$ cat config.mk
export PLATFORM = sky130hd
export DESIGN_NAME = dma_xfer_step
export DESIGN_NICKNAME = d
export VERILOG_FILES = /design/src/rtl/dma_step_pkg.sv /design/src/rtl/dma_step_addr.sv /design/src/rtl/dma_step_region.sv /design/src/rtl/dma_xfer_step.sv
export SDC_FILE = /design/constraint.sdc
export NUM_CORES = 1
export LEC_CHECK = 0
export BUFFER_PORTS_ARGS = -buffer_cell sky130_fd_sc_hd__buf_4
export CAP_MARGIN = 0
export CORE_UTILIZATION = 35
export CTS_BUF_LIST = sky130_fd_sc_hd__clkbuf_4
export DETAILED_ROUTE_END_ITERATION = 7
export PLACE_DENSITY = 0.54
export SYNTH_ARGS = -nofsm -noshare
export SYNTH_HDL_FRONTEND = slang
export SYNTH_SLANG_ARGS = --single-unit
$ cat constraint.sdc
create_clock -name clk -period 10.59 [get_ports clk]
set_input_delay 1.5885 -clock clk [delete_from_list [all_inputs] [get_ports clk]]
set_output_delay 1.5885 -clock clk [all_outputs]
set_load 0.02 [all_outputs]
$ cat src/rtl/dma_step_pkg.sv
package dma_step_pkg;

    typedef enum logic [1:0] {
        XF_VERIFY   = 2'd0,
        XF_TO_MEM   = 2'd1,
        XF_FROM_MEM = 2'd2,
        XF_ILLEGAL  = 2'd3
    } xfer_kind_e;

    typedef enum logic [1:0] {
        OP_DEMAND  = 2'd0,
        OP_SINGLE  = 2'd1,
        OP_BLOCK   = 2'd2,
        OP_CASCADE = 2'd3
    } op_mode_e;

    typedef enum logic [2:0] {
        ST_IDLE   = 3'd0,
        ST_CHECK  = 3'd1,
        ST_ISSUE  = 3'd2,
        ST_COMMIT = 3'd3,
        ST_FAULT  = 3'd4
    } step_state_e;

    typedef struct packed {
        logic       word;
        logic       dec;
        logic       autoinit;
        xfer_kind_e kind;
        op_mode_e   mode;
    } chan_cfg_t;

endpackage

$ cat src/rtl/dma_step_addr.sv
module dma_step_addr #(
    parameter int PAGE_W = 8,
    parameter int ADDR_W = 16
) (
    input  logic [PAGE_W-1:0]        page,
    input  logic [ADDR_W-1:0]        cur_addr,
    input  logic [ADDR_W-1:0]        cur_count,
    input  logic [ADDR_W-1:0]        base_addr,
    input  logic [ADDR_W-1:0]        base_count,
    input  logic                     word,
    input  logic                     dec,
    input  logic                     autoinit,
    output logic [PAGE_W+ADDR_W-1:0] phys_addr,
    output logic [ADDR_W-1:0]        next_addr,
    output logic [ADDR_W-1:0]        next_count,
    output logic                     terminal,
    output logic                     mask_req
);
    localparam int PHYS_W = PAGE_W + ADDR_W;

    logic [PHYS_W-1:0] page_part;
    logic [PHYS_W-1:0] offset_part;
    logic [ADDR_W-1:0] stepped_addr;
    logic [ADDR_W-1:0] stepped_count;

    // Physical address: page above, current address (scaled for words) OR'd in
    always_comb begin
        page_part = {page, {ADDR_W{1'b0}}};
        if (word) begin
            offset_part = {{(PAGE_W-1){1'b0}}, cur_addr, 1'b0};
        end else begin
            offset_part = {{PAGE_W{1'b0}}, cur_addr};
        end
        phys_addr = page_part | offset_part;
    end

    // Stepping stays inside the ADDR_W field; the page is never touched
    always_comb begin
        if (dec) begin
            stepped_addr = cur_addr - {{(ADDR_W-1){1'b0}}, 1'b1};
        end else begin
            stepped_addr = cur_addr + {{(ADDR_W-1){1'b0}}, 1'b1};
        end
        stepped_count = cur_count - {{(ADDR_W-1){1'b0}}, 1'b1};
        terminal      = (cur_count == '0);
    end

    always_comb begin
        if (terminal && autoinit) begin
            next_addr  = base_addr;
            next_count = base_count;
        end else begin
            next_addr  = stepped_addr;
            next_count = stepped_count;
        end
        mask_req = terminal && !autoinit;
    end

endmodule

$ cat src/rtl/dma_step_region.sv
module dma_step_region #(
    parameter int PAGE_W = 8,
    parameter int ADDR_W = 16
) (
    input  logic [PAGE_W-1:0] page,
    input  logic [ADDR_W-1:0] base_addr,
    input  logic [ADDR_W-1:0] base_count,
    input  logic              word,
    input  logic              dec,
    output logic              crosses
);
    // One spare bit on top catches a borrow below zero or a carry past the top
    localparam int EXT_W = PAGE_W + ADDR_W + 1;

    logic [EXT_W-1:0] start_x;
    logic [EXT_W-1:0] span_x;
    logic [EXT_W-1:0] end_x;

    always_comb begin
        if (word) begin
            start_x = {1'b0, page, {ADDR_W{1'b0}}} | {{PAGE_W{1'b0}}, base_addr, 1'b0};
            span_x  = {{PAGE_W{1'b0}}, base_count, 1'b0};
        end else begin
            start_x = {1'b0, page, {ADDR_W{1'b0}}} | {{(PAGE_W+1){1'b0}}, base_addr};
            span_x  = {{(PAGE_W+1){1'b0}}, base_count};
        end
        if (dec) begin
            end_x = start_x - span_x;
        end else begin
            end_x = start_x + span_x;
        end
        if (word) begin
            crosses = (start_x[EXT_W-1:ADDR_W+1] != end_x[EXT_W-1:ADDR_W+1]);
        end else begin
            crosses = (start_x[EXT_W-1:ADDR_W] != end_x[EXT_W-1:ADDR_W]);
        end
    end

endmodule

$ cat src/rtl/dma_xfer_step.sv
module dma_xfer_step
    import dma_step_pkg::*;
#(
    parameter int PAGE_W = 8,
    parameter int ADDR_W = 16
) (
    input  logic                     clk,
    input  logic                     rst_n,
    input  logic                     start,
    input  logic                     word_chan,
    input  logic [PAGE_W-1:0]        page,
    input  logic [ADDR_W-1:0]        base_addr,
    input  logic [ADDR_W-1:0]        base_count,
    input  logic [ADDR_W-1:0]        cur_addr,
    input  logic [ADDR_W-1:0]        cur_count,
    input  logic                     dec_mode,
    input  logic                     auto_init,
    input  logic [1:0]               xfer_kind,
    input  logic [1:0]               op_mode,
    output logic                     busy,
    output logic [PAGE_W+ADDR_W-1:0] mem_addr,
    output logic                     wide_xfer,
    output logic                     dack,
    output logic                     cmd_mem_wr,
    output logic                     cmd_mem_rd,
    output logic                     cmd_verify,
    output logic                     tc,
    output logic                     done,
    output logic                     upd_valid,
    output logic [ADDR_W-1:0]        new_addr,
    output logic [ADDR_W-1:0]        new_count,
    output logic                     set_mask,
    output logic                     err_kind,
    output logic                     err_mode,
    output logic                     err_region
);
    localparam int PHYS_W = PAGE_W + ADDR_W;

    step_state_e state_q, state_d;
    chan_cfg_t   cfg_q;
    logic [PAGE_W-1:0] page_q;
    logic [ADDR_W-1:0] base_addr_q, base_count_q, cur_addr_q, cur_count_q;

    logic [PHYS_W-1:0] phys_addr;
    logic [ADDR_W-1:0] next_addr, next_count;
    logic              terminal, mask_req, crosses;
    logic              bad_kind, bad_mode, any_fault;

    // Snapshot of the channel, taken only when a step is accepted
    always_ff @(posedge clk or negedge rst_n) begin
        if (!rst_n) begin
            cfg_q        <= '0;
            page_q       <= '0;
            base_addr_q  <= '0;
            base_count_q <= '0;
            cur_addr_q   <= '0;
            cur_count_q  <= '0;
        end else if (state_q == ST_IDLE && start) begin
            cfg_q.word     <= word_chan;
            cfg_q.dec      <= dec_mode;
            cfg_q.autoinit <= auto_init;
            cfg_q.kind     <= xfer_kind_e'(xfer_kind);
            cfg_q.mode     <= op_mode_e'(op_mode);
            page_q         <= page;
            base_addr_q    <= base_addr;
            base_count_q   <= base_count;
            cur_addr_q     <= cur_addr;
            cur_count_q    <= cur_count;
        end
    end

    dma_step_addr #(.PAGE_W(PAGE_W), .ADDR_W(ADDR_W)) addr_i (
        .page       (page_q),
        .cur_addr   (cur_addr_q),
        .cur_count  (cur_count_q),
        .base_addr  (base_addr_q),
        .base_count (base_count_q),
        .word       (cfg_q.word),
        .dec        (cfg_q.dec),
        .autoinit   (cfg_q.autoinit),
        .phys_addr  (phys_addr),
        .next_addr  (next_addr),
        .next_count (next_count),
        .terminal   (terminal),
        .mask_req   (mask_req)
    );

    dma_step_region #(.PAGE_W(PAGE_W), .ADDR_W(ADDR_W)) region_i (
        .page       (page_q),
        .base_addr  (base_addr_q),
        .base_count (base_count_q),
        .word       (cfg_q.word),
        .dec        (cfg_q.dec),
        .crosses    (crosses)
    );

    always_comb begin
        bad_kind  = (cfg_q.kind == XF_ILLEGAL);
        bad_mode  = (cfg_q.mode == OP_BLOCK);
        any_fault = bad_kind || bad_mode || crosses;
    end

    // State register
    always_ff @(posedge clk or negedge rst_n) begin
        if (!rst_n) begin
            state_q <= ST_IDLE;
        end else begin
            state_q <= state_d;
        end
    end

    // Transitions
    always_comb begin
        state_d = state_q;
        unique case (state_q)
            ST_IDLE:   if (start) state_d = ST_CHECK;
            ST_CHECK:  state_d = any_fault ? ST_FAULT : ST_ISSUE;
            ST_ISSUE:  state_d = ST_COMMIT;
            ST_COMMIT: state_d = ST_IDLE;
            ST_FAULT:  state_d = ST_IDLE;
            default:   state_d = ST_IDLE;
        endcase
    end

    // Outputs
    always_comb begin
        busy       = 1'b0;
        mem_addr   = '0;
        wide_xfer  = 1'b0;
        dack       = 1'b0;
        cmd_mem_wr = 1'b0;
        cmd_mem_rd = 1'b0;
        cmd_verify = 1'b0;
        tc         = 1'b0;
        done       = 1'b0;
        upd_valid  = 1'b0;
        new_addr   = '0;
        new_count  = '0;
        set_mask   = 1'b0;
        err_kind   = 1'b0;
        err_mode   = 1'b0;
        err_region = 1'b0;
        unique case (state_q)
            ST_IDLE: begin
            end
            ST_CHECK: begin
                busy = 1'b1;
            end
            ST_ISSUE: begin
                busy       = 1'b1;
                dack       = 1'b1;
                mem_addr   = phys_addr;
                wide_xfer  = cfg_q.word;
                cmd_mem_wr = (cfg_q.kind == XF_TO_MEM);
                cmd_mem_rd = (cfg_q.kind == XF_FROM_MEM);
                cmd_verify = (cfg_q.kind == XF_VERIFY);
            end
            ST_COMMIT: begin
                busy      = 1'b1;
                dack      = 1'b1;
                mem_addr  = phys_addr;
                wide_xfer = cfg_q.word;
                done      = 1'b1;
                upd_valid = 1'b1;
                tc        = terminal;
                new_addr  = next_addr;
                new_count = next_count;
                set_mask  = mask_req;
            end
            ST_FAULT: begin
                busy       = 1'b1;
                done       = 1'b1;
                err_kind   = bad_kind;
                err_mode   = bad_mode;
                err_region = crosses;
            end
            default: begin
            end
        endcase
    end


    tc_with_dack_chk: assert property (@(posedge clk) disable iff (!rst_n)
        tc |-> (dack && done && upd_valid));


    mask_only_at_tc_chk: assert property (@(posedge clk) disable iff (!rst_n)
        set_mask |-> tc);


    single_cmd_chk: assert property (@(posedge clk) disable iff (!rst_n)
        $onehot0({cmd_mem_wr, cmd_mem_rd, cmd_verify}));


    cmd_then_commit_chk: assert property (@(posedge clk) disable iff (!rst_n)
        (cmd_mem_wr || cmd_mem_rd || cmd_verify) |=> (upd_valid && dack && done));


    fault_quiet_chk: assert property (@(posedge clk) disable iff (!rst_n)
        (err_kind || err_mode || err_region) |-> (done && !dack && !upd_valid));


    done_ends_step_chk: assert property (@(posedge clk) disable iff (!rst_n)
        done |=> !busy);

endmodule

# == Word-level counts from Yosys, hierarchy flattened ==
# Index checks and enable logic that the tools add are counted.
# classes
addsub,5
n_eq_ne,11
muxes,27
n_bitwise,3
reduce_logical,12
# op_table
cell,count
$mux W16,5
$mux W25,2
$or A24 B17 Y24,2
$mux W17,2
$sub A16 B1 Y16 const B,2
$add A25 B17 Y25,1
$sub A25 B17 Y25,1
$mux W24,1
$or A24 B16 Y24,1
$add A16 B1 Y16 const B,1
$logic_not A16 Y1,1
$mux W1,14
$ne A9 B9 Y1,1
$pmux W3 S3,1
$ne A8 B8 Y1,1
$eq A2 B2 Y1 const B,3
$eq A3 B2 Y1 const B,2
$mux W3,2
$reduce_or A2 Y1,2
$reduce_or A4 Y1,1
$eq A3 B1 Y1 const B,1
$eq A3 B3 Y1 const B,1
$logic_and A1 B1 Y1,3
$logic_not A3 Y1,1
5 further kinds,6
# totals
reg_bits,82
out_inout_bits,69

# == Logic depth before layout (Yosys ltp) ==
# Gate-level depths: netlist of the first run.
# logic_depth
word_depth,9
depth_mapped,23

# == Cells and area by module ==
# From an unflattened synthesis of the first run, not the netlist that was laid out.
# unflattened
cells_unflattened,850
hier_area_um2,7578.5
# by_module_without_submodules
module,instances,cells_per_inst,area_per_inst_um2
dma_xfer_step,1,263,3606.0
dma_step_region,1,346,2317.2
dma_step_addr,1,241,1655.3

# == Worst setup path after synthesis of the first run ==
# Ideal clock, no wire load.
# synth_path
kind,register to output
startpoint,register cfg_q[6] (netlist name)
endpoint,output port err_region
arrival_ns,4.441
t_required_ns,9.002
setup_slack_ns,4.561
stages_incl_launch_ff,22
cell_sequence,dfrtp_1 > buf_2 > buf_1 > mux2i_1 > ha_1 > nor3b_4 > nand2_2 > nor3_2 > nand3_1 > o211ai_1 > a21oi_1 > a311o_1 > ha_1 > a21oi_1 > o21ai_1 > o21ai_1 > o21ai_0 > a221o_1 > mux2_2 > o211a_1 > and3_1 > nor2_1
# synth_between
elab_chain_cells,6
elab_cells_between_ends,9
# synth_rtl
item,line,rtl
$mux W25 / $mux W17 (equally long branches),dma_step_region.sv:20,if (word) begin
$add A25 B17 Y25 / $sub A25 B17 Y25 (equally long branches),"dma_step_region.sv:30, dma_step_region.sv:28",
$mux W25,dma_step_region.sv:27,if (dec) begin
$ne A9 B9 Y1 / $ne A8 B8 Y1 (equally long branches),"dma_step_region.sv:35, dma_step_region.sv:33",
$mux W1 *,dma_step_region.sv:32,if (word) begin
$mux W1 *,dma_xfer_step.sv:143,unique case (state_q)
"end, declared",dma_xfer_step.sv:35,output logic err_region
# Every way passes the cells marked *; elsewhere a longest branch is shown, timed or not.

# == Final worst setup path of the first run ==
# layout_path
startpoint,register cfg_q[6] (netlist name)
endpoint,output port err_region
# layout_between
elab_chain_cells,6
elab_cells_between_ends,9
# layout_rtl
item,line
$mux W25 / $mux W17 (equally long branches),dma_step_region.sv:20
$add A25 B17 Y25 / $sub A25 B17 Y25 (equally long branches),"dma_step_region.sv:30, dma_step_region.sv:28"
$mux W25,dma_step_region.sv:27
$ne A9 B9 Y1 / $ne A8 B8 Y1 (equally long branches),"dma_step_region.sv:35, dma_step_region.sv:33"
$mux W1 *,dma_step_region.sv:32
$mux W1 *,dma_xfer_step.sv:143
# Marked as above.

==> results of run 1 <==
[layout make-up]
class,count,area [um2]
tap,265,332
clock inverter,5,57.6
inverter,18,67.6
multi-input combinational,632,4620
antenna,1,2.50
timing repair buffer,157,1180
fill,2027,11100
sequential,82,2050
clock buffer,10,75.1
[flip-flops by register name, indices dropped and copies added, names as in the netlist]
name,count
state_q,3
cur_count_q,16
base_addr_q,16
cur_addr_q,16
cfg_q,7
page_q,8
base_count_q,16
[worst paths after layout]
kind	cells after the start	endpoint	slack, ns	from
max	21	err_region	2.96	cfg_q[6]$_DFFE_PN0P_
min	1	cfg_q[1]$_DFFE_PN0P_	0.51	cfg_q[1]$_DFFE_PN0P_
max reg2reg	20	state_q[2]$_DFFE_PN0P_	5.07	cfg_q[6]$_DFFE_PN0P_
min reg2reg	1	cfg_q[1]$_DFFE_PN0P_	0.51	cfg_q[1]$_DFFE_PN0P_
max in group asynchronous	2	base_addr_q[15]$_DFFE_PN0P_	8.51	rst_n
min in group asynchronous	1	cur_addr_q[13]$_DFFE_PN0P_	1.02	rst_n
[Yosys cell counts (4+ instances only)]
cell	number
a211oi_1	14
or2_2	10
nand4_1	8
buf_1	10
mux2i_1	25
and3_1	6
inv_1	16
a21o_1	8
buf_2	10
o221ai_1	6
nor4b_1	4
nor2b_1	7
mux2_2	89
nand2_1	63
a21oi_1	53
xnor2_1	21
nor2_1	79
o21ai_1	5
nor3_1	18
ha_1	39
nand3_1	19
or3_1	4
nand2b_1	8
clkbuf_1	26
o31ai_1	4
and2_1	9
xor2_1	18
dfrtp_1	82
o211ai_1	5
o21ai_0	41
a31oi_1	5
[layer usage]
metal / vias to the layer above / routed length [um] / track usage
met5: - / 0 / 0
li1: 3081 / - / -
met3: 16 / 831 / 0.0305
met2: 133 / 8890 / 0.308
met1: 2928 / 10100 / 0.299
met4: 0 / 295 / 0.0572
[power by group]
part	total (mW)	internal, mW	switching, mW
Combinational	1.11	0.531	0.581
Sequential	0.571	0.402	0.169
Clock	0.192	0.0729	0.119
[worst max-delay path, stage by stage, from the launching register on]
cell	delay, ns
dfrtp_2	0.97
buf_4	0.50
mux2i_1	0.31
ha_1	0.23
nor3b_4	0.24
nand2_2	0.11
nor3_2	0.23
nand3_1	0.20
o211ai_1	0.20
a21oi_1	0.09
a311o_1	0.34
ha_1	0.33
a21oi_1	0.16
o21ai_1	0.11
o21ai_1	0.14
o21ai_0	0.11
a221o_1	0.33
mux2_2	0.28
o211a_1	0.22
and3_1	0.20
nor2_1	0.11
buf_4	0.15
[cells by family (layout without fill, tap and decap cells)]
| family | after synthesis | count (layout) | share of synthesized area |
|---|---|---|---|
| simple gates | 264 | 264 | 0.202 |
| compound gates | 175 | 175 | 0.160 |
| mux | 114 | 114 | 0.180 |
| flops | 82 | 82 | 0.295 |
| buf+inv | 68 | 190 | 0.0409 |
| fa+ha+maj | 40 | 40 | 0.0731 |
| xor+xnor | 39 | 39 | 0.0492 |
| other cells | 0 | 1 | 0 |
==> impl_metrics.yaml, run 1 <==
synthesis:
  syn_inst: 782
  yosysTopAreaCell: "dfrtp_1"
  async_reset_ff_frac: 1.00
  yosysUniqueCellTypes: 74
  synth_fp_nets: 904
  ys_seq_area_frac: 0.295
  synth.top_cell.area_share: 0.295
  synth_area_um2: 6950
  yosysWarnings: 0
  ys_top_cells_by_area: "dfrtp_1, mux2_2, ha_1"
  synth_edf_count: 0
  synthFlopType: "dfrtp_1"
  syn_area_per_cell_um2: 8.88
  synth-seq-cells: 82
global_routing:
  grt_pass1_wl_um: 32100
  antenna_found_initial: 1
  grt_pass1_vias: 5961
  grt.overflow.total: 0
  grt_max_degree: 79
  grt.total_usage: 0.204
final_layout:
  design_area_um2: 8380
  drive_above_1_share: 0.329
  num-nets-final: 1022
  synthToLayoutAreaGrowth_pct: 20.7
  mostFrequentLayoutCell: "buf_4"
  layout_common_cells: "buf_4, mux2_2, dfrtp_1"
  utilization: 0.431
  fin_cells: 1170
timing:
  fin_crit_ns: 7.63
  tightest_slew_ns: 1.01
  max_clock_freq_mhz: 131
  drv_slew: 0
  holdWs_ns: 0.515
  hold_viol: 0
  worst_slack_ns: 2.96
  rsz0062_at_grt: "false"
  slew_headroom: 0.325
  finalSetupViolCount: 0
  finClkSkew_ns: 0.0120
  fin_crit_sh: 0.721
  fin_tns_setup_ns: 0
setup_path:
  path_max_fanout: 39
  cp-start-kind: "flop"
  crit_arrival_ns: 6.04
  cp-end-kind: "primary output"
  cp.required_ns: 9.00
  criticalPathCategory: "flop to primary output"
cts:
  clock_sinks: 82
  clkLatencyLatePin_ns: 0.47
  hold_buffers: 0
  cts.path.max_buffers: 2
  cts_setup_buffers: 0
  cts-root-buf: "clkbuf_4"
  cts_tree: "yes"
  htree_levels: 3
  path_clk_slew_ns: 0.15
  ctsResizeCount: 0
  cts_buffers: 9
placement:
  dp.final_hpwl_um: 15300
  postPlaceCellArea_um2: 8250
  gp_congestion: 0.818
  post-place-ws_ns: 3.52
  place_inst: 1154
  portBuffers: 150
detailed_routing:
  first_pass_iters: 4
  wl_um: 20100
  drc: 0
  viasPerCell: 5.26
  first_iter_violations: 284
  final_antenna_net_count: 0
  wire_per_inst_um: 17.2
  via_count: 6158
die:
  die_h_um: 143
  die_w_um: 143
  start_util: 0.357
  die_area_um2: 20400
  core.rowCount: 51
  io_pins: 151
  core_area_um2: 19500
power:
  peakVddDrop_mv: 0.0663
  p_leak_nw: 3.74
  power_mw: 1.87
  powerDensity_nw_per_um2: 224
outcome:
  status: "finished clean"
min_path:
  hold_class: "flop to flop"
job:
  maxCapViolations: 0
Power figures use the tool's default switching activity.
==> inputs of run 2 (changes only) <==
==> constraint.sdc (replaced) <==
create_clock -name clk -period 7.7 [get_ports clk]
set_input_delay 1.155 -clock clk [delete_from_list [all_inputs] [get_ports clk]]
set_output_delay 1.155 -clock clk [all_outputs]
set_load 0.02 [all_outputs]
==> run 2 against run 1 <==
  * Critical path type unchanged
  * Clock power grew 58%
  * Via count shrank 0.26%
  * Largest cell class unchanged
  * Die area unchanged
  * Non-clock buffer count did not move
==> impl_metrics.yaml, run 2 (same netlist as run 1, synthesis figures left out) <==
die:
  core.rowCount: 51
  die_area_um2: 20400
  io_pins: 151
  die_h_um: 143
  start_util: 0.357
  die_w_um: 143
  core_area_um2: 19500
global_routing:
  grt.total_usage: 0.202
  grt_pass1_wl_um: 31700
  grt.overflow.total: 0
  antenna_found_initial: 1
  grt_pass1_vias: 5878
  grt_max_degree: 57
cts:
  cts-root-buf: "clkbuf_4"
  clock_sinks: 82
  hold_buffers: 0
  ctsResizeCount: 0
  clkLatencyLatePin_ns: 0.47
  cts_buffers: 9
  cts_tree: "yes"
  cts.path.max_buffers: 2
  cts_setup_buffers: 0
  htree_levels: 3
  path_clk_slew_ns: 0.15
timing:
  max_clock_freq_mhz: 152
  fin_tns_setup_ns: 0
  worst_slack_ns: 1.12
  drv_slew: 0
  hold_viol: 0
  tightest_slew_ns: 0.996
  rsz0062_at_grt: "false"
  fin_crit_ns: 6.58
  finClkSkew_ns: 0.0219
  fin_crit_sh: 0.854
  slew_headroom: 0.336
  finalSetupViolCount: 0
power:
  p_comb_frac: 0.581
  p_clk_frac: 0.116
  p_int_mw: 1.42
  p_leak_nw: 3.76
  p_sw_mw: 1.20
  swShare: 0.458
  seqPwrFrac: 0.303
  peakVddDrop_mv: 0.122
  powerDensity_nw_per_um2: 311
detailed_routing:
  via_count: 6142
  wire_per_inst_um: 17.2
  first_iter_violations: 306
  wl_um: 20100
  first_pass_iters: 5
  drc: 0
  final_antenna_net_count: 0
  viasPerCell: 5.25
setup_path:
  cp_slowest_cell: "dfrtp_2"
  path_max_fanout: 35
  crit_path_start: "cfg_q[6]$_DFFE_PN0P_"
  cpPeakStageDelay_ns: 0.82
  crit_chain: "mux2i_1 -> ha_1 -> nor3b_4 -> nand2_2 -> nor3_2 -> nand3_1 -> o211ai_1 -> a21oi_1 -> a311o_1 -> ha_1 -> nand2_1 -> or3b_1 -> a21o_1 -> o21ai_1 -> o31ai_1 -> a32oi_1 -> xnor2_1 -> and3_1 -> nor2_1 -> buf_4"
  cp.required_ns: 6.55
  cp-end-kind: "primary output"
  crit_arrival_ns: 5.42
  criticalPathCategory: "flop to primary output"
  cp-start-kind: "flop"
  r2r-start: "cfg_q[6]$_DFFE_PN0P_"
  cpMostUsedCell: "ha_1"
job:
  maxCapViolations: 0
placement:
  portBuffers: 150
  place_inst: 1154
  postPlaceCellArea_um2: 8250
  post-place-ws_ns: 1.72
  dp.final_hpwl_um: 15600
  gp_congestion: 0.823
final_layout:
  fin_cells: 1171
  synthToLayoutAreaGrowth_pct: 21.1
  layout_common_cells: "buf_4, mux2_2, dfrtp_1"
  mostFrequentLayoutCell: "buf_4"
  design_area_um2: 8410
  drive_above_1_share: 0.330
  num-nets-final: 1022
  utilization: 0.432
outcome:
  status: "finished clean"
min_path:
  hold_class: "flop to flop"
  hp-start: "cfg_q[1]$_DFFE_PN0P_"
## run 2: worst max-delay path: cells and delay by family, from the launching register on
family	cells	cell delay [ns]
xor gates and xnor gates	1	0.16
buffers and inverters	1	0.15
AOI/OAI and AO/OA	7	1.37
adders and majority gates	2	0.57
DFF	1	0.82
and+or+nand+nor	8	1.54
muxes	1	0.31
## run 2: final timing paths
kind	to	slack (ns)	cells past startpoint
worst min register to register	cfg_q[1]$_DFFE_PN0P_	0.52	1
worst max register to register	state_q[2]$_DFFE_PN0P_	2.75	19
worst max-delay path	err_region	1.12	20
min in group asynchronous	cur_addr_q[11]$_DFFE_PN0P_	0.57	1
max in group asynchronous	cfg_q[6]$_DFFE_PN0P_	6.04	2
worst min-delay path	cfg_q[1]$_DFFE_PN0P_	0.52	1
## run 2: metrics by stage
step | hold slack (ns) | total power [mW]
2_1_floorplan | 0.473 | 1.95
3_3_place_gp | 0.482 | 2.31
3_5_place_dp | 0.489 | 2.31
4_1_cts | 0.522 | 2.62
5_1_grt | 0.548 | 2.85
6_report | 0.518 | 2.61
## run 2: per-layer routing
| metal | up-vias | part of all wire | track usage |
|---|---|---|---|
| met4 | 0 | 0.0096 | 0.0447 |
| met1 | 2914 | 0.50 | 0.297 |
| met5 | - | 0 | 0 |
| met2 | 136 | 0.45 | 0.309 |
| li1 | 3079 | - | - |
| met3 | 13 | 0.041 | 0.0332 |
## run 2: area by class of cell
cell class	instances	area, um2
tap	265	332
fill	1981	11000
sequential	82	2050
inverter	18	67.6
timing repair buffer	157	1180
clock inverter	5	80.1
clock buffer	11	82.6
multi-input combinational	632	4620
antenna	1	2.50
## run 2: power groups by stage
stage | Sequential, mW | Combinational (mW) | Clock (mW)
2_1_floorplan | 0.668 | 1.28 | 0
3_3_place_gp | 0.798 | 1.51 | 0
3_5_place_dp | 0.802 | 1.50 | 0
4_1_cts | 0.793 | 1.52 | 0.313
5_1_grt | 0.823 | 1.70 | 0.328
6_report | 0.792 | 1.52 | 0.303
==> inputs of run 3 (changes only) <==
--- a/config.mk
+++ b/config.mk
@@ -7,8 +7,10 @@
 export LEC_CHECK = 0
 export BUFFER_PORTS_ARGS = -buffer_cell sky130_fd_sc_hd__buf_4
 export CAP_MARGIN = 0
+export CORE_MARGIN = 2
 export CORE_UTILIZATION = 35
 export CTS_BUF_LIST = sky130_fd_sc_hd__clkbuf_4
+export CTS_CLUSTER_DIAMETER = 40
 export DETAILED_ROUTE_END_ITERATION = 7
 export PLACE_DENSITY = 0.54
 export SYNTH_ARGS = -nofsm -noshare
==> run 3 against run 2 <==
  * Non-clock buffer count did not move
  * Global-route usage shrank 0.61 points
  * Fmax decreased by 0.36%
  * Clock skew decreased by 0.0042 ns
  * Via count up 0.11%
  * Die area is 2.8% higher
  * Register-to-register slack is essentially flat
  * First-iteration DRC count is 14% higher
==> impl_metrics.yaml, run 3 (same netlist as run 1, synthesis figures left out) <==
outcome:
  status: "finished clean"
detailed_routing:
  first_pass_iters: 5
  first_iter_violations: 348
  via_count: 6149
  wl_um: 20200
  viasPerCell: 5.25
  final_antenna_net_count: 0
  wire_per_inst_um: 17.3
  drc: 0
global_routing:
  grt_max_degree: 56
  grt_pass1_wl_um: 31700
  antenna_found_initial: 1
  grt.overflow.total: 0
  grt.total_usage: 0.196
  grt_pass1_vias: 5862
power:
  p_leak_nw: 3.74
  powerDensity_nw_per_um2: 305
  peakVddDrop_mv: 0.102
  power_mw: 2.56
timing:
  fin_tns_setup_ns: 0
  tightest_slew_ns: 1.02
  fin_crit_ns: 6.60
  max_clock_freq_mhz: 151
  finClkSkew_ns: 0.0177
  worst_slack_ns: 1.10
  rsz0062_at_grt: "false"
  fin_crit_sh: 0.857
  slew_headroom: 0.317
  drv_slew: 0
  finalSetupViolCount: 0
  hold_viol: 0
placement:
  portBuffers: 150
  gp_congestion: 0.844
  post-place-ws_ns: 1.61
  postPlaceCellArea_um2: 8250
  dp.final_hpwl_um: 15600
cts:
  htree_levels: 3
  cts.path.max_buffers: 2
  path_clk_slew_ns: 0.15
  ctsResizeCount: 0
  cts_buffers: 9
  clock_sinks: 82
  cts-root-buf: "clkbuf_4"
  cts_tree: "yes"
  clkLatencyLatePin_ns: 0.47
  cts_setup_buffers: 0
  hold_buffers: 0
die:
  die_w_um: 145
  die_area_um2: 21000
  core_area_um2: 19500
  io_pins: 151
  die_h_um: 145
  core.rowCount: 51
  start_util: 0.357
setup_path:
  critPathBufInv: 1
  cp_top_family: "compound AO/OA/AOI/OAI gates"
  criticalPathCategory: "flop to primary output"
  crit_arrival_ns: 5.45
  cp-start-kind: "flop"
  cpPeakStageDelay_ns: 0.89
  cp.required_ns: 6.55
  cp_slowest_cell: "dfrtp_2"
  path_max_fanout: 33
  crit_chain: "mux2i_1 -> ha_1 -> nor3b_4 -> nand2_2 -> nor3_2 -> nand3_1 -> o211ai_1 -> a21oi_1 -> a311o_1 -> ha_1 -> a21oi_1 -> o21ai_1 -> o21ai_1 -> o21ai_0 -> a221o_1 -> mux2_2 -> o211a_1 -> and3_1 -> nor2_1 -> buf_4"
  cp-end-kind: "primary output"
job:
  maxCapViolations: 0
final_layout:
  layout_common_cells: "buf_4, mux2_2, dfrtp_1"
  utilization: 0.430
  synthToLayoutAreaGrowth_pct: 20.5
  drive_above_1_share: 0.329
  num-nets-final: 1022
  mostFrequentLayoutCell: "buf_4"
  design_area_um2: 8370
min_path:
  hold_class: "flop to flop"
-- run 3: layer usage --
metal	GRT usage	share of wire
met1	0.293	0.49
met2	0.289	0.44
met3	0.0369	0.049
met4	0.0511	0.012
met5	0	0
-- run 3: final timing paths --
check / from / to / slack [ns] / cells past startpoint
setup / recovery: cfg_q[6]$_DFFE_PN0P_ / err_region / 1.10 / 20
hold / removal: cfg_q[1]$_DFFE_PN0P_ / cfg_q[1]$_DFFE_PN0P_ / 0.52 / 1
setup reg to reg: cfg_q[6]$_DFFE_PN0P_ / state_q[2]$_DFFE_PN0P_ / 2.75 / 19
hold reg to reg: cfg_q[1]$_DFFE_PN0P_ / cfg_q[1]$_DFFE_PN0P_ / 0.52 / 1
max in group asynchronous: rst_n / cfg_q[6]$_DFFE_PN0P_ / 6.03 / 2
min in group asynchronous: rst_n / cur_addr_q[10]$_DFFE_PN0P_ / 0.58 / 1
-- run 3: layout make-up --
cell class                 instances  area, um2
timing repair buffer             157       1180
multi-input combinational        632       4620
clock inverter                     6       42.5
clock buffer                      10       75.1
antenna                            1       2.50
tap                              265        332
fill                            1941      11100
sequential                        82       2050
inverter                          18       67.6
-- run 3: per-stage QoR --
stage	hold WS, ns	instances
after global placement	0.481	1154
after global routing	0.550	1171
after floorplan	0.473	782
after detailed placement	0.490	1154
final	0.521	1171
after CTS	0.524	1170
-- run 3: power breakdown --
part | switching [mW] | internal (mW) | total [mW]
logic | 0.792 | 0.728 | 1.52
registers | 0.244 | 0.552 | 0.796
clock network | 0.170 | 0.0707 | 0.241
